[src/rtl/reloc_pkg.sv]
// Package reloc_pkg
// Shared encodings for the relocation unit: register select and privilege level.
// Assumes single-bit select and privilege inputs at the top level.
package reloc_pkg;
    typedef enum logic {
        SEL_BASE  = 1'b0,
        SEL_LIMIT = 1'b1
    } reg_sel_e;

    typedef enum logic {
        PRIV_USER   = 1'b0,
        PRIV_KERNEL = 1'b1
    } priv_e;
endpackage

[src/rtl/reloc_regs.sv]
// Module reloc_regs
// Holds the base and limit registers and accepts writes only in kernel mode.
// A user-mode write is dropped and answered with a one-cycle denial pulse.
// Assumes synchronous active-low reset; read-back is combinational.
module reloc_regs
    import reloc_pkg::*;
#(
    parameter int ADDR_W = 32
) (
    input  logic              clk,
    input  logic              rst_n,
    input  logic              kernel,
    input  logic              cfg_we,
    input  logic              cfg_sel,
    input  logic [ADDR_W-1:0] cfg_wdata,
    output logic [ADDR_W-1:0] base_o,
    output logic [ADDR_W-1:0] limit_o,
    output logic [ADDR_W-1:0] cfg_rdata,
    output logic              wr_denied
);
    logic [ADDR_W-1:0] base_q;
    logic [ADDR_W-1:0] limit_q;
    logic              wr_ok;
    logic              wr_bad;
    reg_sel_e          sel;

    // decode select and classify the write attempt by privilege
    always_comb begin
        sel    = reg_sel_e'(cfg_sel);
        wr_ok  = cfg_we && (priv_e'(kernel) == PRIV_KERNEL);
        wr_bad = cfg_we && (priv_e'(kernel) == PRIV_USER);
    end

    // update the base register on a permitted write
    always_ff @(posedge clk) begin
        if (!rst_n)
            base_q <= '0;
        else if (wr_ok && sel == SEL_BASE)
            base_q <= cfg_wdata;
    end

    // update the limit register on a permitted write
    always_ff @(posedge clk) begin
        if (!rst_n)
            limit_q <= '0;
        else if (wr_ok && sel == SEL_LIMIT)
            limit_q <= cfg_wdata;
    end

    // flag a write attempted from user mode for one cycle
    always_ff @(posedge clk) begin
        if (!rst_n)
            wr_denied <= 1'b0;
        else
            wr_denied <= wr_bad;
    end

    // drive read-back and register outputs
    always_comb begin
        base_o    = base_q;
        limit_o   = limit_q;
        cfg_rdata = (sel == SEL_LIMIT) ? limit_q : base_q;
    end

    AST_USER_WR_HOLD: assert property (@(posedge clk) disable iff (!rst_n)
        (cfg_we && !kernel) |=> ($stable(base_q) && $stable(limit_q) && wr_denied));
    AST_DENY_ONLY_USER: assert property (@(posedge clk) disable iff (!rst_n)
        !(cfg_we && !kernel) |=> !wr_denied);
endmodule

[src/rtl/reloc_check.sv]
// Module reloc_check
// Combinational relocation datapath: limit compare and base add side by side.
// Neither result waits on the other; the sum is truncated to ADDR_W bits.
module reloc_check #(
    parameter int ADDR_W = 32
) (
    input  logic [ADDR_W-1:0] laddr,
    input  logic [ADDR_W-1:0] base,
    input  logic [ADDR_W-1:0] limit,
    output logic [ADDR_W-1:0] paddr,
    output logic              over_limit
);
    localparam int SUM_W = ADDR_W + 1;
    logic [SUM_W-1:0] sum_full;

    // add base and logical address, keeping the carry out of the result
    always_comb begin
        sum_full = {1'b0, base} + {1'b0, laddr};
        paddr    = sum_full[ADDR_W-1:0];
    end

    // compare the logical address to the limit in parallel with the add
    always_comb begin
        over_limit = laddr > limit;
    end
endmodule

[src/rtl/reloc_xlate.sv]
// Module reloc_xlate
// Registered output stage: chooses pass-through, relocated or faulted result.
// Assumes one request per cycle at most; latency is exactly one cycle.
module reloc_xlate
    import reloc_pkg::*;
#(
    parameter int ADDR_W = 32
) (
    input  logic              clk,
    input  logic              rst_n,
    input  logic              kernel,
    input  logic              req_valid,
    input  logic [ADDR_W-1:0] req_addr,
    input  logic [ADDR_W-1:0] base,
    input  logic [ADDR_W-1:0] limit,
    output logic              rsp_valid,
    output logic [ADDR_W-1:0] rsp_addr,
    output logic              fault
);
    logic [ADDR_W-1:0] reloc_addr;
    logic              over;
    logic              is_kernel;

    reloc_check #(.ADDR_W(ADDR_W)) u_check (
        .laddr      (req_addr),
        .base       (base),
        .limit      (limit),
        .paddr      (reloc_addr),
        .over_limit (over)
    );

    // interpret the privilege input
    always_comb begin
        is_kernel = priv_e'(kernel) == PRIV_KERNEL;
    end

    // register the chosen result for the next cycle
    always_ff @(posedge clk) begin
        if (!rst_n) begin
            rsp_valid <= 1'b0;
            rsp_addr  <= '0;
            fault     <= 1'b0;
        end else if (!req_valid) begin
            rsp_valid <= 1'b0;
            fault     <= 1'b0;
        end else if (is_kernel) begin
            rsp_valid <= 1'b1;
            rsp_addr  <= req_addr;
            fault     <= 1'b0;
        end else if (over) begin
            rsp_valid <= 1'b0;
            rsp_addr  <= '0;
            fault     <= 1'b1;
        end else begin
            rsp_valid <= 1'b1;
            rsp_addr  <= reloc_addr;
            fault     <= 1'b0;
        end
    end

    AST_FAULT_EXCL: assert property (@(posedge clk) disable iff (!rst_n)
        !(fault && rsp_valid));
    AST_IDLE_QUIET: assert property (@(posedge clk) disable iff (!rst_n)
        !req_valid |=> (!rsp_valid && !fault));
    AST_KERNEL_PASS: assert property (@(posedge clk) disable iff (!rst_n)
        (req_valid && kernel) |=> (rsp_valid && rsp_addr == $past(req_addr)));
    AST_USER_FAULT: assert property (@(posedge clk) disable iff (!rst_n)
        (req_valid && !kernel && req_addr > limit) |=> (fault && !rsp_valid));
    AST_USER_RELOC: assert property (@(posedge clk) disable iff (!rst_n)
        (req_valid && !kernel && req_addr <= limit) |=>
        (rsp_valid && rsp_addr == $past(base) + $past(req_addr)));
endmodule

[src/rtl/reloc_unit.sv]
// Module reloc_unit
// Top of the base/limit relocation unit: register file plus translation stage.
// Registers are read by the translation stage as they stand before any same-edge write.
module reloc_unit #(
    parameter int ADDR_W = 32
) (
    input  logic              clk,
    input  logic              rst_n,
    input  logic              priv_kernel,
    input  logic              req_valid,
    input  logic [ADDR_W-1:0] req_addr,
    output logic              rsp_valid,
    output logic [ADDR_W-1:0] rsp_addr,
    output logic              fault,
    input  logic              cfg_we,
    input  logic              cfg_sel,
    input  logic [ADDR_W-1:0] cfg_wdata,
    output logic [ADDR_W-1:0] cfg_rdata,
    output logic              wr_denied
);
    logic [ADDR_W-1:0] base_w;
    logic [ADDR_W-1:0] limit_w;

    reloc_regs #(.ADDR_W(ADDR_W)) u_regs (
        .clk       (clk),
        .rst_n     (rst_n),
        .kernel    (priv_kernel),
        .cfg_we    (cfg_we),
        .cfg_sel   (cfg_sel),
        .cfg_wdata (cfg_wdata),
        .base_o    (base_w),
        .limit_o   (limit_w),
        .cfg_rdata (cfg_rdata),
        .wr_denied (wr_denied)
    );

    reloc_xlate #(.ADDR_W(ADDR_W)) u_xlate (
        .clk       (clk),
        .rst_n     (rst_n),
        .kernel    (priv_kernel),
        .req_valid (req_valid),
        .req_addr  (req_addr),
        .base      (base_w),
        .limit     (limit_w),
        .rsp_valid (rsp_valid),
        .rsp_addr  (rsp_addr),
        .fault     (fault)
    );
endmodule

[config.mk]
export PLATFORM = sky130hd
export DESIGN_NAME = reloc_unit
export DESIGN_NICKNAME = d
export VERILOG_FILES = /design/src/rtl/reloc_pkg.sv /design/src/rtl/reloc_regs.sv /design/src/rtl/reloc_check.sv /design/src/rtl/reloc_xlate.sv /design/src/rtl/reloc_unit.sv
export SDC_FILE = /design/constraint.sdc
export NUM_CORES = 1
export LEC_CHECK = 0
export BUFFER_PORTS_ARGS = -buffer_cell sky130_fd_sc_hd__buf_2
export CORE_MARGIN = 8
export CORE_UTILIZATION = 35
export DETAILED_ROUTE_END_ITERATION = 7
export SLEW_MARGIN = 20
export SYNTH_ARGS = -nofsm -noshare
export SYNTH_HDL_FRONTEND = slang
export SYNTH_SLANG_ARGS = --single-unit
export TNS_END_PERCENT = 50
[constraint.sdc]
create_clock -name clk -period 2.8 [get_ports clk]
set_input_delay 0 -clock clk [delete_from_list [all_inputs] [get_ports clk]]
set_output_delay 0 -clock clk [all_outputs]
set_load 0.1 [all_outputs]
==> results.toml, run 1 <==
[run_status]
result_of_the_run = "finished, final reports clean"

[die]
floorplan.core_area_sq_um = 18800
fp-row-count = 50
die_height_microns = 154
fp.dieArea_sq_um = 23800
dieWidth_microns = 154
start_util_pct = 35.7
ios = 137

[min_path]
hp-class = "input pin to flop"

[clock_tree]
cts_htree_levels = 3
clock_tree.root_cell = "sky130_fd_sc_hd__clkbuf_16"
clock_tree_from_tritoncts = "built"
numCtsBuffers = 9
clock_pin_slew_reported_for_the_worst_setup_and_hold_paths_after_clock_tree_synthesis_ns = 0.08
clkLatencyLatePin_ns = 0.36
cts.sink_count = 99
clk_path_buf_depth = 2

[setup_path]
cpMaxStageDelayCell = "sky130_fd_sc_hd__nor4_4"
kind_of_start_point_of_the_critical_path = "flop"
worst_path_max_fanout = 20
r2r_setup_slack_ns = 0.15
critical_path.endpoint_type = "flop"
cp.required_ns = 3.07
worstPathArrival_ns = 2.92
critical_path.cell_chain = "inv_1, ha_1, nand4_1, nor4_4, and4_1, a41oi_2, o31ai_4, buf_12, nand2_1, or3_1, a41oi_1"
critical_path_class = "flop to flop"
stage_delay_of_the_slowest_cell_on_the_critical_path_ns = 0.46

[timing]
finalSetupViolations = 0
tightestPinTransition_ns = 0.798
minimum_clock_period_after_layout_ns = 2.65
finClkSkew_ns = 0.0130
setup_total_negative_slack_ns = 0
post-route-worst-setup-slack_ns = 0.151
max_freq_mhz = 377
final_max_slew_viol_count = 0
slew_headroom_pct = 46.8
fin_crit_sh_pct = 94.6
timing.final.hold_violations = 0

[routing]
wl_final_microns = 21900
ant_nets = 0
routed-via-count = 6726
wl_per_cell_microns = 17.3
drt_first_iter_violations = 401
vias_per_instance = 5.33
final_routed_drc_violation_total = 0
drt_pass1_iterations = 5

[yosys]
seq_area_frac_synth_pct = 29.6
number_of_warnings_reported_in_the_yosys_synthesis_log = 0
syn-num-nets = 1004
synth_ff_type = "sky130_fd_sc_hd__dfxtp_1"
netlist-cell-type-count = 72
synth-edff-count = 0
netlist.top_cell.by_area = "sky130_fd_sc_hd__dfxtp_1"
ys_top_cells_by_area = "sky130_fd_sc_hd__dfxtp_1 (30%), sky130_fd_sc_hd__ha_1 (12%), sky130_fd_sc_hd__nand2_1 (9.8%), sky130_fd_sc_hd__a21oi_1 (8.8%), sky130_fd_sc_hd__mux2_2 (5.2%)"
syn_area_per_cell_sq_um = 7.69
synthesis.instances = 870
yosys_register_bits = 99
post_synth_instance_area_sq_um = 6690
synth.top_cell.area_share_pct = 29.6
synth_async_sr_flop_share_pct = 0

[cells_and_area]
drive_gt1_share_pct = 22.8
layout.cells.most_common_list = "sky130_fd_sc_hd__nand2_1 (174), sky130_fd_sc_hd__buf_2 (136), sky130_fd_sc_hd__a21oi_1 (117), sky130_fd_sc_hd__dfxtp_1 (98), sky130_fd_sc_hd__ha_1 (60)"
sequential_cell_area_sq_um = 1980
antennaDiodeCount = 0
multi_input_area_sq_um = 4410
syn2layout_area_growth_pct = 25.6
filler_cell_count = 1907
most_common_cell_after_layout_fill_and_taps_aside = "sky130_fd_sc_hd__nand2_1"
nets = 1157

[global_route]
antenna_found_initial = 0
grt_pass1_wl_microns = 35100
number_of_global_route_vias_before_repair = 6586
grt_start_max_net_pins = 42
gr-usage-all-layers_pct = 18.2
grt_overflow = 0

[pwr]
maximum_ir_drop_on_the_vdd_rail_v = 0.000280
total_power_mw = 4.12
powerDensity_nw_per_um2 = 490
total_leakage_power_nw = 3.59

[placed_design]
dp.final_hpwl_microns = 16700
globalplace.congestion = 0.896
placement.setup.worst_slack_ns = 0.0666
port_buffers = 136

[job]
drv_cap = 0
-- cells in the mapped netlist, types with 2 or more instances --
| cell | number |
|---|---|
| sky130_fd_sc_hd__dfxtp_1 | 99 |
| sky130_fd_sc_hd__a21boi_0 | 5 |
| sky130_fd_sc_hd__nor2_1 | 36 |
| sky130_fd_sc_hd__o21ai_0 | 40 |
| sky130_fd_sc_hd__o21bai_1 | 2 |
| sky130_fd_sc_hd__a211o_1 | 2 |
| sky130_fd_sc_hd__clkbuf_1 | 39 |
| sky130_fd_sc_hd__o2111ai_1 | 2 |
| sky130_fd_sc_hd__nand3b_1 | 2 |
| sky130_fd_sc_hd__nand2b_1 | 6 |
| sky130_fd_sc_hd__and2_1 | 3 |
| sky130_fd_sc_hd__nand3_1 | 18 |
| sky130_fd_sc_hd__a22oi_1 | 20 |
| sky130_fd_sc_hd__and2_2 | 2 |
| sky130_fd_sc_hd__inv_1 | 49 |
| sky130_fd_sc_hd__nand4b_1 | 3 |
| sky130_fd_sc_hd__buf_6 | 3 |
| sky130_fd_sc_hd__nor3_1 | 9 |
| sky130_fd_sc_hd__nor2b_1 | 4 |
| sky130_fd_sc_hd__a21o_2 | 2 |
| sky130_fd_sc_hd__nand4_1 | 13 |
| sky130_fd_sc_hd__and3_1 | 4 |
| sky130_fd_sc_hd__a21oi_1 | 118 |
| sky130_fd_sc_hd__mux2_2 | 31 |
| sky130_fd_sc_hd__a21o_1 | 8 |
| sky130_fd_sc_hd__o2111a_1 | 2 |
| sky130_fd_sc_hd__buf_4 | 2 |
| sky130_fd_sc_hd__buf_2 | 2 |
| sky130_fd_sc_hd__a31oi_1 | 5 |
| sky130_fd_sc_hd__xnor2_1 | 13 |
| sky130_fd_sc_hd__a32oi_1 | 2 |
| sky130_fd_sc_hd__and4_1 | 3 |
| sky130_fd_sc_hd__nand2_1 | 174 |
| sky130_fd_sc_hd__xor2_1 | 7 |
| sky130_fd_sc_hd__o31ai_1 | 3 |
| sky130_fd_sc_hd__nor4_1 | 3 |
| sky130_fd_sc_hd__ha_1 | 63 |
| sky130_fd_sc_hd__o21a_1 | 6 |
| sky130_fd_sc_hd__a211oi_1 | 20 |
| sky130_fd_sc_hd__o211ai_1 | 10 |
| sky130_fd_sc_hd__a41oi_1 | 4 |
-- path summary, 6_finish.rpt --
kind              cells after the start                   end                from
setup reg to reg                     11  u_xlate.rsp_addr[29]  u_regs.limit_o[31]
hold reg to reg                       2    u_regs.limit_o[19]  u_regs.limit_o[19]
setup / recovery                     11  u_xlate.rsp_addr[29]  u_regs.limit_o[31]
hold / removal                        3  u_xlate.rsp_addr[29]        req_addr[29]
-- metal layers --
layer	track usage (%)	wire, microns	vias to the layer above	part of all wire (%)
met3	3.59	1270	24	5.8
met1	23.9	10200	3111	47
met4	5.13	405	0	1.9
met5	0	0	-	0
li1	-	-	3394	-
met2	29.6	9990	197	46
-- sequential cells by signal, indices dropped and copies added (netlist names) --
register and count:
u_regs.base_o 32, u_regs.limit_o 32, u_regs.wr_denied 1, u_xlate.fault 1, u_xlate.rsp_addr 32, u_xlate.rsp_valid 1
-- cell type report --
| class | count | area share, % |
|---|---|---|
| repair buffers | 191 | 14.3 |
| inverters | 50 | 2.23 |
| multi-input cells | 672 | 52.5 |
| well taps | 234 | 3.48 |
| flip-flops and latches | 99 | 23.6 |
| clock inverters | 7 | 1.24 |
| clock buffers | 9 | 2.68 |
-- per-stage QoR --
| stage | hold slack, ns | instances | util [%] | cell area [sq um] |
|---|---|---|---|---|
| after detailed placement | 0.257 | 1209 | 40.5 | 7610 |
| after global placement | 0.253 | 1209 | 40.5 | 7610 |
| after floorplan | 0.136 | 870 | - | 6690 |
| after CTS | 0.00875 | 1259 | 44.1 | 8280 |
| after global routing | 0.0207 | 1262 | 44.8 | 8410 |
| final | 0.0174 | 1262 | 44.8 | 8410 |
-- kinds of logic (layout without fill, tap and decap cells) --
kind of cell    count (synthesis)  count (layout)  synth area share [%]
buf+inv                        99             257                  6.21
xor+xnor                       20              20                  2.62
simple gates                  291             291                  19.6
mux                            32              32                  5.37
flops                          99              99                  29.6
fa+ha+maj                      64              64                  12.1
compound gates                265             265                  24.5
-- power breakdown --
part / total (mW) / internal, mW / leakage (nW) / switching (mW)
clock: 1.41 / 0.799 / 0.161 / 0.611
sequential: 1.52 / 1.47 / 0.810 / 0.0475
combinational: 1.19 / 0.348 / 2.62 / 0.843
-- what timing repair did --
item                                    in CTS  in global routing
hold buffers                                34                  0
endpoints found under the setup margin       0                 29
buffers inserted                             0                  3
resized for setup                            0                 19
endpoints found under the hold margin       66                  0
-- critical path, delay by kind of cell (launching register included) --
family,cells,cell delay (ns)
AOI/OAI and AO/OA,3,0.37
adders and majority gates,1,0.28
buffers and inverters,2,0.25
DFF,1,0.36
and+or+nand+nor,5,1.29
(Power assumes the default switching activity.)
==> run 2: changes to the inputs <==
==> constraint.sdc (replaced) <==
create_clock -name clk -period 2.8 [get_ports clk]
set_input_delay 0.56 -clock clk [delete_from_list [all_inputs] [get_ports clk]]
set_output_delay 0.56 -clock clk [all_outputs]
set_load 0.1 [all_outputs]
==> run 2 against run 1 <==
  * Cell area up 7.1%
  * Sequential power about the same
  * Count of clock-buffer cells in the layout up 2
  * Combinational power up 9%
  * Worst hold slack better by 0.43 ns
  * Total power down 0.55%
  * Sequential share of layout area down 1.6 points
  * Register-to-register slack about the same
  * Cell count up 2.8%
  * Critical endpoint unchanged
  * First-iteration DRC count up 24%
  * Wire length up 1.7%
==> results.toml, run 2 (same netlist as run 1, synthesis figures left out) <==
[global_route]
grt_overflow = 0
antenna_found_initial = 1
grt_pass1_wl_microns = 35000
grt_start_max_net_pins = 38
number_of_global_route_vias_before_repair = 6534
gr-usage-all-layers_pct = 18.3

[timing]
tightestPinTransition_ns = 0.756
finalSetupViolations = 0
finClkSkew_ns = 0.00868
setup_repair_after_global_routing_missed_its_margin = "yes"
max_freq_mhz = 377
minimum_clock_period_after_layout_ns = 2.65
timing.final.hold_violations = 0
setup_total_negative_slack_ns = 0
slew_headroom_pct = 49.6
final_max_slew_viol_count = 0
fin_crit_sh_pct = 94.6

[setup_path]
kind_of_start_point_of_the_critical_path = "flop"
worst_path_max_fanout = 9
cp.required_ns = 3.07
critical_path.cell_chain = "inv_1, ha_1, a21oi_1, o21ai_0, a211oi_2, nand2_1, o31ai_4, buf_4, nor2b_1, o21ai_0, a41oi_1"
critical_path.endpoint_type = "flop"
worst_path_dominant_cell_family = "compound AO/OA/AOI/OAI gates"
stage_delay_of_the_slowest_cell_on_the_critical_path_ns = 0.36
critical_path_class = "flop to flop"
cpMaxStageDelayCell = "sky130_fd_sc_hd__dfxtp_1"
most_frequent_cell_on_the_critical_path = "sky130_fd_sc_hd__o21ai_0"
worstPathArrival_ns = 2.92
timing.critical_path.buf_inv = 2

[clock_tree]
numCtsBuffers = 9
cts_post_setup_buffers_inserted = 0
clock_pin_slew_reported_for_the_worst_setup_and_hold_paths_after_clock_tree_synthesis_ns = 0.07
cts.sink_count = 99
clk_path_buf_depth = 2
cts_htree_levels = 3
cts-hold-fix-buffers = 0
clkLatencyLatePin_ns = 0.36
cts_resized = 0
clock_tree_from_tritoncts = "built"
clock_tree.root_cell = "sky130_fd_sc_hd__clkbuf_16"

[run_status]
result_of_the_run = "finished, final reports clean"

[cells_and_area]
antennaDiodeCount = 0
drive_gt1_share_pct = 28.0
most_common_cell_after_layout_fill_and_taps_aside = "sky130_fd_sc_hd__nand2_1"
syn2layout_area_growth_pct = 34.6
nets = 1193
layout.cells.most_common_list = "sky130_fd_sc_hd__nand2_1 (174), sky130_fd_sc_hd__a21oi_1 (117), sky130_fd_sc_hd__buf_2 (104), sky130_fd_sc_hd__dfxtp_1 (98), sky130_fd_sc_hd__buf_4 (89)"
filler_cell_count = 1841
final_util_pct = 48.0
final_cell_area_sq_um = 9010

[die]
ios = 137
fp-row-count = 50
floorplan.core_area_sq_um = 18800
die_height_microns = 154
dieWidth_microns = 154
start_util_pct = 35.7
fp.dieArea_sq_um = 23800

[pwr]
maximum_ir_drop_on_the_vdd_rail_v = 0.000342
comb_power_share_pct = 31.6
net_sw_power_mw = 1.48
p_seq_share_pct = 37.0
power.internal_mw = 2.62
total_leakage_power_nw = 3.85
clock_power_share_pct = 31.3
switching_share_pct = 36.1
powerDensity_nw_per_um2 = 455

[min_path]
hp-class = "input pin to flop"

[placed_design]
port_buffers = 136
dp.final_hpwl_microns = 17400
globalplace.congestion = 0.906
placedInstanceArea_sq_um = 8640

[routing]
ant_nets = 0
routed-via-count = 6795
wl_per_cell_microns = 17.2
vias_per_instance = 5.24
drt_pass1_iterations = 5
wl_final_microns = 22300
drt_first_iter_violations = 498
final_routed_drc_violation_total = 0

[job]
drv_cap = 0
==> run 2: cell types whose count changed in the layout (fill, tap and decap cells not counted), moves of 2 or more <==
cell	previous run	this run
sky130_fd_sc_hd__ha_2	2	0
sky130_fd_sc_hd__ha_1	60	62
sky130_fd_sc_hd__buf_2	136	104
sky130_fd_sc_hd__o21ai_0	38	36
sky130_fd_sc_hd__o21ai_2	1	3
sky130_fd_sc_hd__buf_4	19	89
sky130_fd_sc_hd__dlygate4sd3_1	34	0
sky130_fd_sc_hd__buf_12	2	34
sky130_fd_sc_hd__inv_6	4	0
==> run 2: power groups by stage <==
stage	clock (mW)	sequential (mW)	combinational, mW
2_1_floorplan	0	1.80	0.599
3_3_place_gp	0	1.55	1.27
3_5_place_dp	0	1.55	1.28
4_1_cts	1.32	1.52	1.29
5_1_grt	1.37	1.53	1.39
6_report	1.29	1.52	1.30
==> run 2: tightest hold or removal path: stages <==
cell and delay, ns:
sky130_fd_sc_hd__buf_2 0.10, sky130_fd_sc_hd__nand2_1 0.05, sky130_fd_sc_hd__a21oi_1 0.05
==> run 2: cell type report <==
type / count / area [sq um] / area share [%]
inverter: 50 / 188 / 2.08
sequential: 99 / 1980 / 22.0
clock buffer: 11 / 243 / 2.70
timing repair buffer: 227 / 1870 / 20.8
tap: 234 / 293 / 3.25
clock inverter: 4 / 51.3 / 0.570
multi-input combinational: 672 / 4380 / 48.6
==> run 2: routing by layer <==
| metal | global-route usage (%) | part of all wire, % |
|---|---|---|
| met5 | 0 | 0.054 |
| met4 | 5.97 | 2.2 |
| met3 | 4.46 | 6.1 |
| met2 | 29.5 | 45 |
| met1 | 23.6 | 46 |
==> run 2: path summary, 6_finish.rpt <==
path,slack (ns),start,cells after the start,endpoint
setup / recovery,0.15,u_regs.limit_o[19],11,u_xlate.rsp_addr[29]
hold / removal,0.45,cfg_wdata[13],3,u_regs.limit_o[13]
hold reg to reg,0.47,u_regs.limit_o[29],2,u_regs.limit_o[29]
setup reg to reg,0.15,u_regs.limit_o[19],11,u_xlate.rsp_addr[29]
==> run 2: stage by stage <==
stage	setup slack [ns]	hold WS, ns	power, mW	cells
4_1_cts	0.0402	0.431	4.12	1297
5_1_grt	-0.0474	0.433	4.29	1297
6_report	0.150	0.447	4.10	1297
3_3_place_gp	-0.190	0.456	2.82	1282
2_1_floorplan	0.115	0.446	2.40	870
3_5_place_dp	-0.233	0.461	2.83	1282
